## src/rtl/ide_pio_pkg.sv

```systemverilog
package ide_pio_pkg;
  typedef enum logic [1:0] {
    CLS_NDAT = 2'd0,
    CLS_DAT  = 2'd1,
    CLS_FAST = 2'd2,
    CLS_SPR  = 2'd3
  } xfer_cls_e;

  typedef enum logic [2:0] {
    PH_IDLE,
    PH_SETUP,
    PH_STROBE,
    PH_RECOV,
    PH_HOLD
  } phase_e;

  function automatic int imax(input int a, input int b);
    return (a > b) ? a : b;
  endfunction
endpackage

```

## src/rtl/ide_pio_timing.sv

```systemverilog
module ide_pio_timing
  import ide_pio_pkg::*;
#(
  parameter int SU_ND   = 4,
  parameter int SP_ND   = 11,
  parameter int RC_ND   = 22,
  parameter int SU_DP   = 3,
  parameter int SP_DP   = 6,
  parameter int RC_DP   = 14,
  parameter int SU_FT   = 2,
  parameter int SP_FT   = 2,
  parameter int RC_FT   = 1,
  parameter int SD_LEN  = 2,
  parameter int EXT_REC = 4,
  parameter int CNT_W   = 5
) (
  input  xfer_cls_e        cls_i,
  input  logic             rec16_en_i,
  output logic [CNT_W-1:0] su_len_o,
  output logic [CNT_W-1:0] sp_len_o,
  output logic [CNT_W-1:0] rc_len_o,
  output logic [CNT_W-1:0] sd_len_o
);
  logic [CNT_W-1:0] ext;

  // the legacy extension never applies to fast timing
  assign ext      = rec16_en_i ? CNT_W'(EXT_REC) : '0;
  assign sd_len_o = CNT_W'(SD_LEN);

  always_comb begin
    unique case (cls_i)
      CLS_DAT: begin
        su_len_o = CNT_W'(SU_DP);
        sp_len_o = CNT_W'(SP_DP);
        rc_len_o = CNT_W'(RC_DP) + ext;
      end
      CLS_FAST: begin
        su_len_o = CNT_W'(SU_FT);
        sp_len_o = CNT_W'(SP_FT);
        rc_len_o = CNT_W'(RC_FT);
      end
      default: begin
        su_len_o = CNT_W'(SU_ND);
        sp_len_o = CNT_W'(SP_ND);
        rc_len_o = CNT_W'(RC_ND) + ext;
      end
    endcase
  end
endmodule

```

## src/rtl/ide_pio_fsm.sv

```systemverilog
module ide_pio_fsm
  import ide_pio_pkg::*;
#(
  parameter int CNT_W = 5
) (
  input  logic             clk_i,
  input  logic             rst_ni,
  input  logic             start_i,
  input  logic             rdy_i,
  input  logic [CNT_W-1:0] su_len_i,
  input  logic [CNT_W-1:0] sp_len_i,
  input  logic [CNT_W-1:0] rc_len_i,
  input  logic [CNT_W-1:0] sd_len_i,
  output phase_e           phase_o,
  output logic             strobe_end_o,
  output logic             done_o
);
  phase_e           phase_q;
  logic [CNT_W-1:0] cnt_q;
  logic [CNT_W-1:0] cur_len;
  logic             last;
  logic             done_q;

  always_comb begin
    unique case (phase_q)
      PH_SETUP:  cur_len = su_len_i;
      PH_STROBE: cur_len = sp_len_i;
      PH_RECOV:  cur_len = rc_len_i;
      PH_HOLD:   cur_len = sd_len_i;
      default:   cur_len = CNT_W'(1);
    endcase
  end

  assign last         = (cnt_q == cur_len - CNT_W'(1));
  assign strobe_end_o = (phase_q == PH_STROBE) && last && rdy_i;

  always_ff @(posedge clk_i or negedge rst_ni) begin
    if (!rst_ni) begin
      phase_q <= PH_IDLE;
      cnt_q   <= '0;
      done_q  <= 1'b0;
    end else begin
      done_q <= 1'b0;
      unique case (phase_q)
        PH_IDLE: if (start_i) begin
          phase_q <= PH_SETUP;
          cnt_q   <= '0;
        end
        PH_SETUP: begin
          if (last) begin
            phase_q <= PH_STROBE;
            cnt_q   <= '0;
          end else cnt_q <= cnt_q + CNT_W'(1);
        end
        PH_STROBE: begin
          // hold at the sample point until ready
          if (last) begin
            if (rdy_i) begin
              phase_q <= PH_RECOV;
              cnt_q   <= '0;
            end
          end else cnt_q <= cnt_q + CNT_W'(1);
        end
        PH_RECOV: begin
          if (last) begin
            phase_q <= PH_HOLD;
            cnt_q   <= '0;
          end else cnt_q <= cnt_q + CNT_W'(1);
        end
        PH_HOLD: begin
          if (last) begin
            phase_q <= PH_IDLE;
            cnt_q   <= '0;
            done_q  <= 1'b1;
          end else cnt_q <= cnt_q + CNT_W'(1);
        end
        default: phase_q <= PH_IDLE;
      endcase
    end
  end

  assign phase_o = phase_q;
  assign done_o  = done_q;


  strobe_wait_chk: assert property (@(posedge clk_i) disable iff (!rst_ni)
    (phase_q == PH_STROBE && last && !rdy_i) |=> phase_q == PH_STROBE);

  done_pulse_chk: assert property (@(posedge clk_i) disable iff (!rst_ni)
    done_q |=> !done_q);

  done_idle_chk: assert property (@(posedge clk_i) disable iff (!rst_ni)
    done_q |-> phase_q == PH_IDLE);
endmodule

```

## src/rtl/ide_pio_seq.sv

```systemverilog
module ide_pio_seq
  import ide_pio_pkg::*;
#(
  parameter int DATA_W  = 16,
  parameter int SU_ND   = 4,
  parameter int SP_ND   = 11,
  parameter int RC_ND   = 22,
  parameter int SU_DP   = 3,
  parameter int SP_DP   = 6,
  parameter int RC_DP   = 14,
  parameter int SU_FT   = 2,
  parameter int SP_FT   = 2,
  parameter int RC_FT   = 1,
  parameter int SD_LEN  = 2,
  parameter int EXT_REC = 4
) (
  input  logic              clk_i,
  input  logic              rst_ni,
  input  logic              req_i,
  input  logic              wr_i,
  input  logic [2:0]        addr_i,
  input  logic              cs_sel_i,
  input  logic [1:0]        cls_i,
  input  logic              drive_i,
  input  logic [1:0]        iordy_mask_i,
  input  logic              rec16_en_i,
  input  logic [DATA_W-1:0] wdata_i,
  output logic [DATA_W-1:0] rdata_o,
  output logic              ready_o,
  output logic              done_o,
  output logic [2:0]        da_o,
  output logic [1:0]        cs_n_o,
  output logic              dior_n_o,
  output logic              diow_n_o,
  output logic [DATA_W-1:0] dd_o,
  output logic              dd_oe_o,
  input  logic [DATA_W-1:0] dd_i,
  input  logic              iordy_i
);
  localparam int MAXC = imax(imax(RC_ND, RC_DP) + EXT_REC,
                             imax(imax(SP_ND, SP_DP), imax(SU_ND, SD_LEN)));
  localparam int CNT_W = $clog2(MAXC + 1);

  logic              wr_q, csel_q, mask_q, rec16_q;
  logic [2:0]        addr_q;
  logic [1:0]        cls_q;
  logic [DATA_W-1:0] wdata_q, rdata_q;
  logic [CNT_W-1:0]  su_len, sp_len, rc_len, sd_len;
  phase_e            phase;
  logic              strobe_end, done, accept, busy, rdy_eff;

  assign ready_o = (phase == PH_IDLE) && !done;
  assign accept  = req_i && ready_o;
  assign busy    = (phase != PH_IDLE);
  assign rdy_eff = iordy_i || mask_q;

  always_ff @(posedge clk_i or negedge rst_ni) begin
    if (!rst_ni) begin
      wr_q    <= 1'b0;
      csel_q  <= 1'b0;
      mask_q  <= 1'b0;
      rec16_q <= 1'b0;
      addr_q  <= '0;
      cls_q   <= '0;
      wdata_q <= '0;
    end else if (accept) begin
      wr_q    <= wr_i;
      csel_q  <= cs_sel_i;
      mask_q  <= iordy_mask_i[drive_i];
      rec16_q <= rec16_en_i;
      addr_q  <= addr_i;
      cls_q   <= cls_i;
      wdata_q <= wdata_i;
    end
  end

  always_ff @(posedge clk_i or negedge rst_ni) begin
    if (!rst_ni)                  rdata_q <= '0;
    else if (strobe_end && !wr_q) rdata_q <= dd_i;
  end

  ide_pio_timing #(
    .SU_ND(SU_ND), .SP_ND(SP_ND), .RC_ND(RC_ND),
    .SU_DP(SU_DP), .SP_DP(SP_DP), .RC_DP(RC_DP),
    .SU_FT(SU_FT), .SP_FT(SP_FT), .RC_FT(RC_FT),
    .SD_LEN(SD_LEN), .EXT_REC(EXT_REC), .CNT_W(CNT_W)
  ) u_timing (
    .cls_i      (xfer_cls_e'(cls_q)),
    .rec16_en_i (rec16_q),
    .su_len_o   (su_len),
    .sp_len_o   (sp_len),
    .rc_len_o   (rc_len),
    .sd_len_o   (sd_len)
  );

  ide_pio_fsm #(.CNT_W(CNT_W)) u_fsm (
    .clk_i        (clk_i),
    .rst_ni       (rst_ni),
    .start_i      (accept),
    .rdy_i        (rdy_eff),
    .su_len_i     (su_len),
    .sp_len_i     (sp_len),
    .rc_len_i     (rc_len),
    .sd_len_i     (sd_len),
    .phase_o      (phase),
    .strobe_end_o (strobe_end),
    .done_o       (done)
  );

  assign done_o   = done;
  assign rdata_o  = rdata_q;
  assign da_o     = busy ? addr_q : '0;
  assign cs_n_o   = busy ? (csel_q ? 2'b01 : 2'b10) : 2'b11;
  assign dior_n_o = !((phase == PH_STROBE) && !wr_q);
  assign diow_n_o = !((phase == PH_STROBE) && wr_q);
  assign dd_oe_o  = busy && wr_q;
  assign dd_o     = dd_oe_o ? wdata_q : '0;


  addr_hold_chk: assert property (@(posedge clk_i) disable iff (!rst_ni)
    (busy && $past(busy)) |-> ($stable(da_o) && $stable(cs_n_o)));

  strobe_sel_chk: assert property (@(posedge clk_i) disable iff (!rst_ni)
    (!dior_n_o || !diow_n_o) |-> cs_n_o != 2'b11);

  one_strobe_chk: assert property (@(posedge clk_i) disable iff (!rst_ni)
    dior_n_o || diow_n_o);

  drive_dir_chk: assert property (@(posedge clk_i) disable iff (!rst_ni)
    dd_oe_o |-> dior_n_o);

  idle_pins_chk: assert property (@(posedge clk_i) disable iff (!rst_ni)
    ready_o |-> (cs_n_o == 2'b11 && dior_n_o && diow_n_o && !dd_oe_o));
endmodule

```

## config.mk

```make
export PLATFORM = sky130hd
export DESIGN_NAME = ide_pio_seq
export DESIGN_NICKNAME = d
export VERILOG_FILES = /design/src/rtl/ide_pio_pkg.sv /design/src/rtl/ide_pio_timing.sv /design/src/rtl/ide_pio_fsm.sv /design/src/rtl/ide_pio_seq.sv
export SDC_FILE = /design/constraint.sdc
export NUM_CORES = 1
export LEC_CHECK = 0
export CORE_MARGIN = 8
export CORE_UTILIZATION = 40
export CTS_CLUSTER_SIZE = 24
export DETAILED_ROUTE_END_ITERATION = 7
export DONT_BUFFER_PORTS = 1
export PLACE_DENSITY = 0.54
export REMOVE_ABC_BUFFERS = 1
export SLEW_MARGIN = 20
export SYNTH_ARGS = -nofsm -noshare
export SYNTH_HDL_FRONTEND = slang
export SYNTH_SLANG_ARGS = --single-unit
```

## constraint.sdc

```tcl
create_clock -name clk_i -period 11.4 [get_ports clk_i]
set_clock_uncertainty 0.2 [all_clocks]
set_input_delay 1.71 -clock clk_i [delete_from_list [all_inputs] [get_ports clk_i]]
set_output_delay 1.71 -clock clk_i [all_outputs]
set_load 0.1 [all_outputs]
```

; Word level (Yosys, flattened, before mapping)
; Index checks and enable logic that the tools add are counted.
[word_totals]
reg_bits = 50
latch_bits = 0
mem_bits_rw = 0
rom_bits = 0
in_bits = 47
output_inout_bits = 42
wordCells = 74
mem_count = 0
[classes]
addsub = 4
mul = 0
div_mod_pow = 0
magnitude_cmp = 1
eq_ne = 14
n_shift = 0
muxes = 25
n_bitwise = 0
reduce_logical = 19
[op_table]
columns = operator, count
row1 = 3-bit two-way mux, 8
row2 = 5-bit two-way mux, 4
row3 = 5-bit case mux with 4 select lines, 1
row4 = 16-bit two-way mux, 1
row5 = 3-bit case mux with 5 select lines, 1
row6 = 5-bit case mux with 3 select lines, 1
row7 = 2-bit by 1-bit inequality test with 1-bit output (second input constant), 5
row8 = 5-bit case mux with 2 select lines, 1
row9 = 1-bit logical AND, 8
row10 = 4-bit case mux with 2 select lines, 1
row11 = 3-bit by 2-bit == test with 1-bit output (second input constant), 2
row12 = 3-bit case mux with 2 select lines, 1
row13 = 6-bit AND reduction, 1
row14 = 3-bit nonzero test, 2
row15 = 4-bit by 5-bit adder with 5-bit output (first input constant), 1
row16 = 5-bit by 1-bit adder with 5-bit output (second input constant), 1
row17 = 5-bit adder (first input constant), 1
row18 = 5-bit == test, 1
row19 = 5-bit by 1-bit subtractor with 5-bit output (second input constant), 1
row20 = 1-bit zero test, 4
row21 = 1-bit two-way mux, 4
row22 = 2-bit two-way mux, 2
row23 = 3-bit by 1-bit == test with 1-bit output (second input constant), 1
row24 = 3-bit == test (second input constant), 1
row25 = 9 further kinds, 9

; Longest topological paths before layout
; Gate-level depths: netlist of the first run.
[depth]
word_depth = 9
depth_mapped = 12
mapped_depth_nobuf = 11

; Cells and area by module
; From an unflattened synthesis of the first run, not the netlist that was laid out.
[unflattened]
cells_unflattened = 236
hier_area_um2 = 2813.9
[modules_own_cells]
columns = mod, n_inst, cells_per_inst, area_each_um2, seq_area_each_um2
row1 = ide_pio_seq, 1, 123, 1839.3, 1026.0
row2 = ide_pio_fsm, 1, 84, 777.0, 225.2
row3 = ide_pio_timing, 1, 29, 197.7, 0.0

; Least setup slack after synthesis of the first run
; Ideal clock, no wire load.
[synth_timing]
kind = register to output
start = reg u_fsm.phase_q[0] (netlist: u_fsm.phase_o[0])
end = out ready_o
t_arrival_ns = 2.579
t_required_ns = 9.490
setup_slack_ns = 6.911
stages_incl_launch_ff = 7
path_buffers = 4
path_cell_list = dfrtp_1 > buf_4 > buf_2 > or3_1 > clkbuf_1 > clkbuf_1 > nor2_1
[synth_via]
elab_chain_cells = 2
[synth_lines]
columns = item, line_no
row1 = start: declaration, ide_pio_fsm.sv:18  ; phase_e phase_q;
row2 = start signal: assignment, ide_pio_fsm.sv:39  ; phase_q <= PH_IDLE;
row3 = start signal: assignment, ide_pio_fsm.sv:46  ; phase_q <= PH_SETUP;
row4 = start signal: assignment, ide_pio_fsm.sv:51  ; phase_q <= PH_STROBE;
row5 = 3-bit zero test, ide_pio_seq.sv:52  ; assign ready_o = (phase == PH_IDLE) && !done;
row6 = 1-bit logical AND, ide_pio_seq.sv:52
row7 = end: declaration, ide_pio_seq.sv:29  ; output logic ready_o,
; No other way between the ends.

; Worst setup path in the final report of the first run
[layout_timing]
start = reg u_fsm.phase_q[0] (netlist: u_fsm.phase_o[0])
end = out dd_o[4]
[layout_via]
elab_chain_cells = 3
[layout_lines]
columns = item, line_no
row1 = 3-bit nonzero test, ide_pio_seq.sv:54  ; assign busy = (phase != PH_IDLE);
row2 = 1-bit logical AND, ide_pio_seq.sv:116  ; assign dd_oe_o = busy && wr_q;
row3 = 16-bit two-way mux, ide_pio_seq.sv:117  ; assign dd_o = dd_oe_o ? wdata_q : '0;
row4 = end: declaration, ide_pio_seq.sv:35  ; output logic [DATA_W-1:0] dd_o,
; No other way between the ends.

==> results of run 1 <==
[state kept, by name, indices dropped and copies added, names as in the netlist]
signal and count:
rdata_o 16, rec16_q 1, u_fsm.cnt_q 5, addr_q 3, csel_q 1, wdata_q 16
cls_q 2, u_fsm.done_o 1, u_fsm.phase_o 3, mask_q 1, wr_q 1
[kinds of logic after synthesis]
kind of cell | share of synthesized area
mux | 0.2141
buf+inv | 0.03116
simple gates | 0.1484
fa+ha+maj | 0.02473
compound gates | 0.06627
flops | 0.4946
xor+xnor | 0.02077
[path summary, 6_finish.rpt]
check	from	endpoint	slack [ns]	depth (start not counted)
worst min register to register	wdata_q[3]	wdata_q[3]	0.30	1
min in group asynchronous	rst_ni	wdata_q[4]	0.90	0
worst min-delay path	wdata_q[3]	wdata_q[3]	0.30	1
worst max register to register	cls_q[0]	rdata_o[4]	7.09	11
worst max-delay path	u_fsm.phase_o[0]	dd_o[4]	6.92	2
max in group asynchronous	rst_ni	u_fsm.phase_o[0]	10.00	0
[cell usage after synthesis]
cell	instances
and3_1	16
buf_4	1
xnor2_1	5
a32oi_1	1
inv_1	3
nor3b_4	1
nor3b_1	1
xor2_1	1
ha_1	5
a221o_1	3
mux2_4	10
buf_1	2
mux2i_1	2
and2_1	8
nand2b_1	4
o21ai_0	5
or3_1	4
o221ai_1	1
buf_8	1
a21oi_1	1
a21o_1	2
o211ai_1	2
nor2_1	7
buf_2	3
nor4bb_1	1
a22o_1	2
nor4_1	3
nand3_1	3
nand2_1	8
nor4b_1	2
mux2_2	33
dfrtp_1	50
o22ai_1	1
a211oi_1	1
a211o_1	1
clkbuf_1	6
nor2b_1	4
or2_2	1
a211oi_4	1
[stage by stage]
| step | util | std cells | setup slack (ns) | hold WS (ns) | instance area [um2] |
|---|---|---|---|---|---|
| final | 0.4302 | 278 | 6.918 | 0.3038 | 2685 |
| after global routing | 0.4302 | 278 | 6.777 | 0.3258 | 2685 |
| after CTS | 0.4298 | 278 | 6.904 | 0.3098 | 2683 |
| after detailed placement | 0.4104 | 270 | 7.082 | 0.2876 | 2561 |
| after global placement | 0.4104 | 270 | 7.277 | 0.2823 | 2561 |
| after floorplan | - | 193 | 7.068 | 0.2706 | 2462 |
[layout make-up]
class / count / share of cell area
clock inverters: 2 / 0.01445
clock buffers: 6 / 0.03075
multi-input cells: 140 / 0.4487
well taps: 77 / 0.03588
flip-flops and latches: 50 / 0.4660
inverters: 3 / 0.004194
[layer usage]
layer	routed length [um]	part of all wire	vias up
met5	0	0	-
met4	53	0.0095	0
met3	412	0.073	4
met2	2820	0.50	52
met1	2320	0.41	797
li1	-	-	720
==> run metrics, run 1 <==
outcome complete, no violations; TNS Setup 0 ns; Core Region ~6200 um2; Setup crit end kind output port; vias in the first global route around 1.6k; Post-CTS Setup Inserts 0; Tcrit/Tclk final 0.3932; Die Y between 90 and 100 um; Hold WC Path Type flip-flop to flip-flop; Antenna diodes 0; first-pass GRT wire length about 8600 um; Routed WL about 5600 um; worst skew pair latency around 0.3 ns; FP Rows 29; vias post-DR roughly 1.6k; Req. time, crit path between 9 and 10 ns; CP Max Fanout 27; Slew @ Worst Pin between 1 and 1.5 ns; GR peak layer met2; Detail Placement HPWL approximately 4200 um; sequential share of the synthesized area 0.4946; H-tree levels 2; Setup Viol. Count Final 0; Wirelength per Cell approximately 20 um; post-synthesis instance total 206; clock slew at reported path FFs 0.09 ns; cts repair resizes 0; routability cong. between 0.8 and 0.9; vias per inst between 5 and 6; met2 Use GR 0.1943; NumNets Final roughly 250; crit-path cells or3_1 > and3_1; Peak Freq around 0.22 GHz; Initial DRC Count between 50 and 60; met3 GRT Util 0.05276; fraction of layout cells with a size suffix above 1 0.2786; Sequential cell area between 1000 and 1500 um2; Max stage delay on crit path just over 0.9 ns; CTS tree yes; initial antenna violation count 0; Global Route Usage Sum 0.1216; Root Driver clkbuf_8; total grt overflow 0; Synth area leaders dfrtp_1, mux2_2, mux2_4; Setup crit start kind flip-flop; register bit total from synthesis 50; critical path data arrival time about 2.6 ns; # fillers a little under 600; Mapped Area 2530 um2; drt first pass iters 4; Die ar. between 9000 and 10000 um2; slowest cell on the critical path and3_1; Synth cell types 39; Port Buf Inserts 0; # hold bufs at CTS 0; # IOs between 80 and 90; RSZ-0062 raised after global routing no; Synth top area share 0.4946; pin count of the biggest net entering global routing 51; drt drc 0; multi-input logic area 1205 um2; Area growth syn-to-layout 6.133%; Max Cap Viol 0; commonest non-fill, non-tap cell in the layout dfrtp_1; Yosys Warn Count 0; post-synth top area cell dfrtp_1; synthesized area per cell ~12 um2; clock sinks 50; Final Hold Vio Count 0; most frequent cells in the layout dfrtp_1, mux2_2, and3_1; WS Path Type flip-flop to output port; Chip Width about 96 um; WP buf/inv 0; clk buf depth 2; CP top delay family simple AND/OR/NAND/NOR gates; fin. max-slew vios 0; Initial Util 0.4054; number of CTS-inserted buffers 5; slew margin rel. 0.2923; min Tclk post-route between 4 and 5 ns; met1 usage in global routing 0.1444; Post-DRT Antenna Nets 0
Power of run 1 is not shown: default switching activity piles up to over one toggle a cycle in this logic, so the estimate is an artifact.
==> run 2, diff against run 1 <==
Clock period 11.4 ns to 4.4 ns, I/O delays scaled along.
==> run metrics, run 2 (synthesis results as in run 1) <==
RSZ-0062 raised after global routing no (unchanged); Hold WC Path Type primary input to flip-flop (was flip-flop to flip-flop); clock sinks 50 (unchanged); Setup Viol. Count Final 0 (unchanged); Peak Freq about 0.26 GHz; drt first pass iters 4 (unchanged); fraction of layout cells with a size suffix above 1 0.2899 (was 0.2786); most frequent cells in the layout dfrtp_1, mux2_2, and3_1 (unchanged); Final Hold Vio Count 0 (unchanged); critical path data arrival time 3.90 ns (was 2.57 ns); CP Max Fanout 16 (was 27); Wirelength per Cell 20.55 um (was 20.17 um); Global Route Usage Sum 0.1297 (was 0.1216); cts repair resizes 0 (unchanged); total grt overflow 0 (unchanged); slowest cell on the critical path a221o_1 (was and3_1); vias in the first global route 1744 (was 1602); TNS Setup 0 ns (unchanged); H-tree levels 2 (unchanged); Detail Placement HPWL 4295 um (was 4206 um); CTS tree yes (unchanged); number of CTS-inserted buffers 5 (unchanged); drt drc 0 (unchanged); Port Buf Inserts 0 (unchanged); WS Path Type flip-flop to flip-flop (was flip-flop to output port); routability cong. 0.8567 (was 0.8242); Setup crit start kind flip-flop (unchanged); fin. max-slew vios 0 (unchanged); clk buf depth 2 (unchanged); pin count of the biggest net entering global routing 51 (unchanged); initial antenna violation count 0 (unchanged); Slew @ Worst Pin 1.022 ns (was 1.060 ns); Max stage delay on crit path 0.41 ns (was 0.93 ns); slew margin rel. 0.3186 (was 0.2923); Max Cap Viol 0 (unchanged); # fillers 586 (was 579); Area growth syn-to-layout 7.369% (was 6.133%); min Tclk post-route about 3.9 ns; crit-path cells inv_1 > ha_1 > mux2i_1 > a221o_1 > ha_1 > xnor2_1 > or3_1 > a211o_1 > a211oi_4 > nor3b_4 > buf_4 > mux2_2 (was or3_1 > and3_1); Die Y 95.53 um (unchanged); # IOs 89 (unchanged); Initial DRC Count 92 (was 58); clock slew at reported path FFs 0.09 ns (about the same); commonest non-fill, non-tap cell in the layout dfrtp_1 (unchanged); vias per inst 5.644 (was 5.658); vias post-DR 1603 (was 1573); Tcrit/Tclk final 0.8888; Antenna diodes 0 (unchanged); Initial Util 0.4054 (unchanged); FP Rows 29 (unchanged); Post-CTS Setup Inserts 0 (unchanged); Core Region 6241 um2 (unchanged); NumNets Final 258 (was 252); Post-DRT Antenna Nets 0 (unchanged); Setup crit end kind flip-flop (was output port); Die ar. 9126 um2 (unchanged); most frequent CP cell ha_1; Chip Width 95.53 um (unchanged); Routed WL 5837 um (was 5606 um); worst skew pair latency 0.29 ns (was 0.30 ns); Root Driver clkbuf_8 (unchanged); first-pass GRT wire length 9183 um (was 8569 um); outcome complete, no violations (unchanged); Req. time, crit path 4.39 ns (was 9.49 ns)
## run 2: critical path, delay by kind of cell, from the launching register on
family / cells / cell delay, ns
xor gates and xnor gates: 1 / 0.13
muxes: 2 / 0.47
adders and majority gates: 2 / 0.59
and+or+nand+nor: 2 / 0.56
AOI/OAI and AO/OA: 3 / 1.09
buffers and inverters: 2 / 0.37
DFF: 1 / 0.38
## run 2: metal layers
metal / part of all wire / GRT usage / vias to the layer above
met2: 0.50 / 0.2086 / 70
met5: 0 / 0 / -
li1: - / - / 735
met4: 0.010 / 0.03585 / 0
met3: 0.084 / 0.05591 / 7
met1: 0.40 / 0.1547 / 791
## run 2: final cells by class
class	instances	area, um2	area share
Clock buffer	5	68.82	0.02533
Clock inverter	3	18.77	0.006909
Inverter	3	11.26	0.004146
Multi-Input combinational cell	140	1202	0.4427
Sequential cell	50	1251	0.4606
Tap cell	77	96.34	0.03547
Timing Repair Buffer	6	67.56	0.02487
## run 2: what timing repair did
item | CTS | global route
hold buffers | 1 | 1
hold endpoints to repair | 50 | 2
setup endpoints to repair | 0 | 0
## run 2: worst paths after layout
kind	to	slack [ns]	start	cells after the start
worst min-delay path	rdata_o[7]	0.30	dd_i[7]	1
worst max-delay path	rdata_o[5]	0.49	cls_q[0]	12
worst min register to register	wdata_q[12]	0.31	wdata_q[12]	1
max in group asynchronous	mask_q	3.10	rst_ni	2
min in group asynchronous	u_fsm.done_o	0.67	rst_ni	2
worst max register to register	rdata_o[5]	0.49	cls_q[0]	12
## run 2: per-stage QoR
step / hold slack [ns] / setup slack [ns] / std cells / instance area (um2) / utilization
after floorplan: 0.1644 / 0.4889 / 193 / 2462 / -
after global placement: 0.1670 / 0.6362 / 274 / 2591 / 0.4152
after detailed placement: 0.1672 / 0.5022 / 274 / 2591 / 0.4152
after CTS: 0.003606 / 0.4835 / 283 / 2706 / 0.4336
after global routing: 0.2800 / 0.2945 / 284 / 2716 / 0.4352
final: 0.3035 / 0.4894 / 284 / 2716 / 0.4352
Power of run 2 is left out for the same reason.
==> run 3, diff against run 2 <==
Settings changed: PLACE_DENSITY 0.54 to not set, SLEW_MARGIN 20 to not set.
==> run metrics, run 3 (synthesis results as in run 1) <==
RR Startpoint cls_q[0] (unchanged); first-pass GRT wire length 7886 um (was 9183 um); Peak Freq 0.2552 GHz (was 0.2557 GHz); min Tclk post-route 3.918 ns (was 3.911 ns); Global Route Usage Sum 0.1089 (was 0.1297); critical path data arrival time 3.90 ns (about the same); most frequent cells in the layout dfrtp_1, mux2_2, and3_1 (unchanged); final core utilization 0.4377 (was 0.4352); # IOs 89 (unchanged); worst skew pair latency 0.30 ns (was 0.29 ns); CTS tree yes (unchanged); vias in the first global route 1637 (was 1744); TNS Setup 0 ns (unchanged); fin. max-slew vios 0 (unchanged); Slew @ Worst Pin 1.058 ns (was 1.022 ns); routability cong. 0.8055 (was 0.8567); pin count of the biggest net entering global routing 51 (unchanged); clk buf depth 2 (unchanged); RSZ-0062 raised after global routing no (unchanged); Final Hold Vio Count 7 (was 0); Reg2Reg Setup Slack 0.48 ns (was 0.49 ns); Initial DRC Count 66 (was 92); clock sinks 50 (unchanged); failing checks hold timing; Initial Util 0.4054 (unchanged); Setup crit start cls_q[0] (unchanged); Tcrit/Tclk final 0.8905 (was 0.8888); Root Driver clkbuf_8 (unchanged); Setup crit end kind flip-flop (unchanged); hold slack -0.003021 ns (was 0.3035 ns); WS Path Type flip-flop to flip-flop (unchanged); Die Y 95.53 um (unchanged); Hold WC Path Type primary input to asynchronous set/reset pin (was primary input to flip-flop); number of CTS-inserted buffers 5 (unchanged); clock slew at reported path FFs 0.09 ns (about the same); vias per inst 5.493 (was 5.644); Core Region 6241 um2 (unchanged); FP Rows 29 (unchanged); Setup Viol. Count Final 0 (unchanged); Max Cap Viol 0 (unchanged); total grt overflow 0 (unchanged); outcome complete, but fails checks (was complete, no violations); initial antenna violation count 0 (unchanged); Area growth syn-to-layout 7.962% (was 7.369%); cts repair resizes 0 (unchanged); drt first pass iters 4 (unchanged); Setup crit start kind flip-flop (unchanged); Chip Width 95.53 um (unchanged); Port Buf Inserts 0 (unchanged); Crit Reg-Reg Endpoint rdata_o[2] (was rdata_o[5]); Register-to-Register Path Depth 12 (unchanged); Placed Cells incl. Taps 274 (unchanged); Req. time, crit path 4.38 ns (was 4.39 ns); drt drc 0 (unchanged); fraction of layout cells with a size suffix above 1 0.2878 (was 0.2899); Die ar. 9126 um2 (unchanged); Finished Layout Cells 282 (was 284); # fillers 583 (was 586); Detail Placement HPWL 3782 um (was 4295 um); H-tree levels 2 (unchanged); slew margin rel. 0.2943 (was 0.3186); CP Capture Point rdata_o[2] (was rdata_o[5]); vias post-DR 1549 (was 1603); CP Max Fanout 16 (unchanged); Antenna diodes 0 (unchanged); Wirelength per Cell 18.52 um (was 20.55 um); NumNets Final 257 (was 258); Routed WL 5222 um (was 5837 um); commonest non-fill, non-tap cell in the layout dfrtp_1 (unchanged); Post-DRT Antenna Nets 0 (unchanged)
[run 3: changes by cell type in the layout (fill, tap and decap cells not counted)]
cell           before  now
clkinv_2            2    0
clkbuf_8            5    6
bufinv_16           0    1
dlygate4sd3_1       1    0
inv_6               1    0
[run 3: stage by stage]
step | area (um2) | setup slack (ns)
after floorplan | 2462 | 0.4889
after CTS | 2731 | 0.4770
after detailed placement | 2591 | 0.5057
final | 2731 | 0.4816
after global routing | 2731 | 0.2392
after global placement | 2591 | 0.6275
[run 3: area by class of cell]
type | count | area (um2) | area share
sequential | 50 | 1251 | 0.4581
multi-input combinational | 140 | 1202 | 0.4402
tap | 77 | 96.34 | 0.03527
clock buffer | 6 | 82.58 | 0.03023
timing repair buffer | 5 | 57.56 | 0.02107
clock inverter | 1 | 30.03 | 0.01099
inverter | 3 | 11.26 | 0.004123
[run 3: metal layers]
layer	global-route usage	wire (um)	up-vias
met5	0	0	-
met4	0.02689	30	0
met3	0.06299	662	5
met2	0.1646	2297	65
met1	0.1301	2231	749
li1	-	-	730
[run 3: worst max-delay path: stages, from the launching register on]
cell,delay (ns)
dfrtp_1,0.39
inv_1,0.07
ha_1,0.35
mux2i_1,0.10
a221o_1,0.42
ha_1,0.24
xnor2_1,0.13
or3_1,0.31
a211o_1,0.29
a211oi_4,0.40
nor3b_4,0.24
buf_4,0.30
mux2_2,0.37
[run 3: worst min-delay path by stage]
stage	endpoint
after floorplan	addr_q[0]
after global placement	wdata_q[8]
after detailed placement	wdata_q[8]
after CTS	wdata_q[8]
after global routing	wdata_q[2]
final	wdata_q[0]
[run 3: what timing repair did]
item,CTS,global route
setup buffers,0,0
endpoints found under the hold margin,50,0
hold buffers,1,0
Power of run 3 is left out for the same reason.
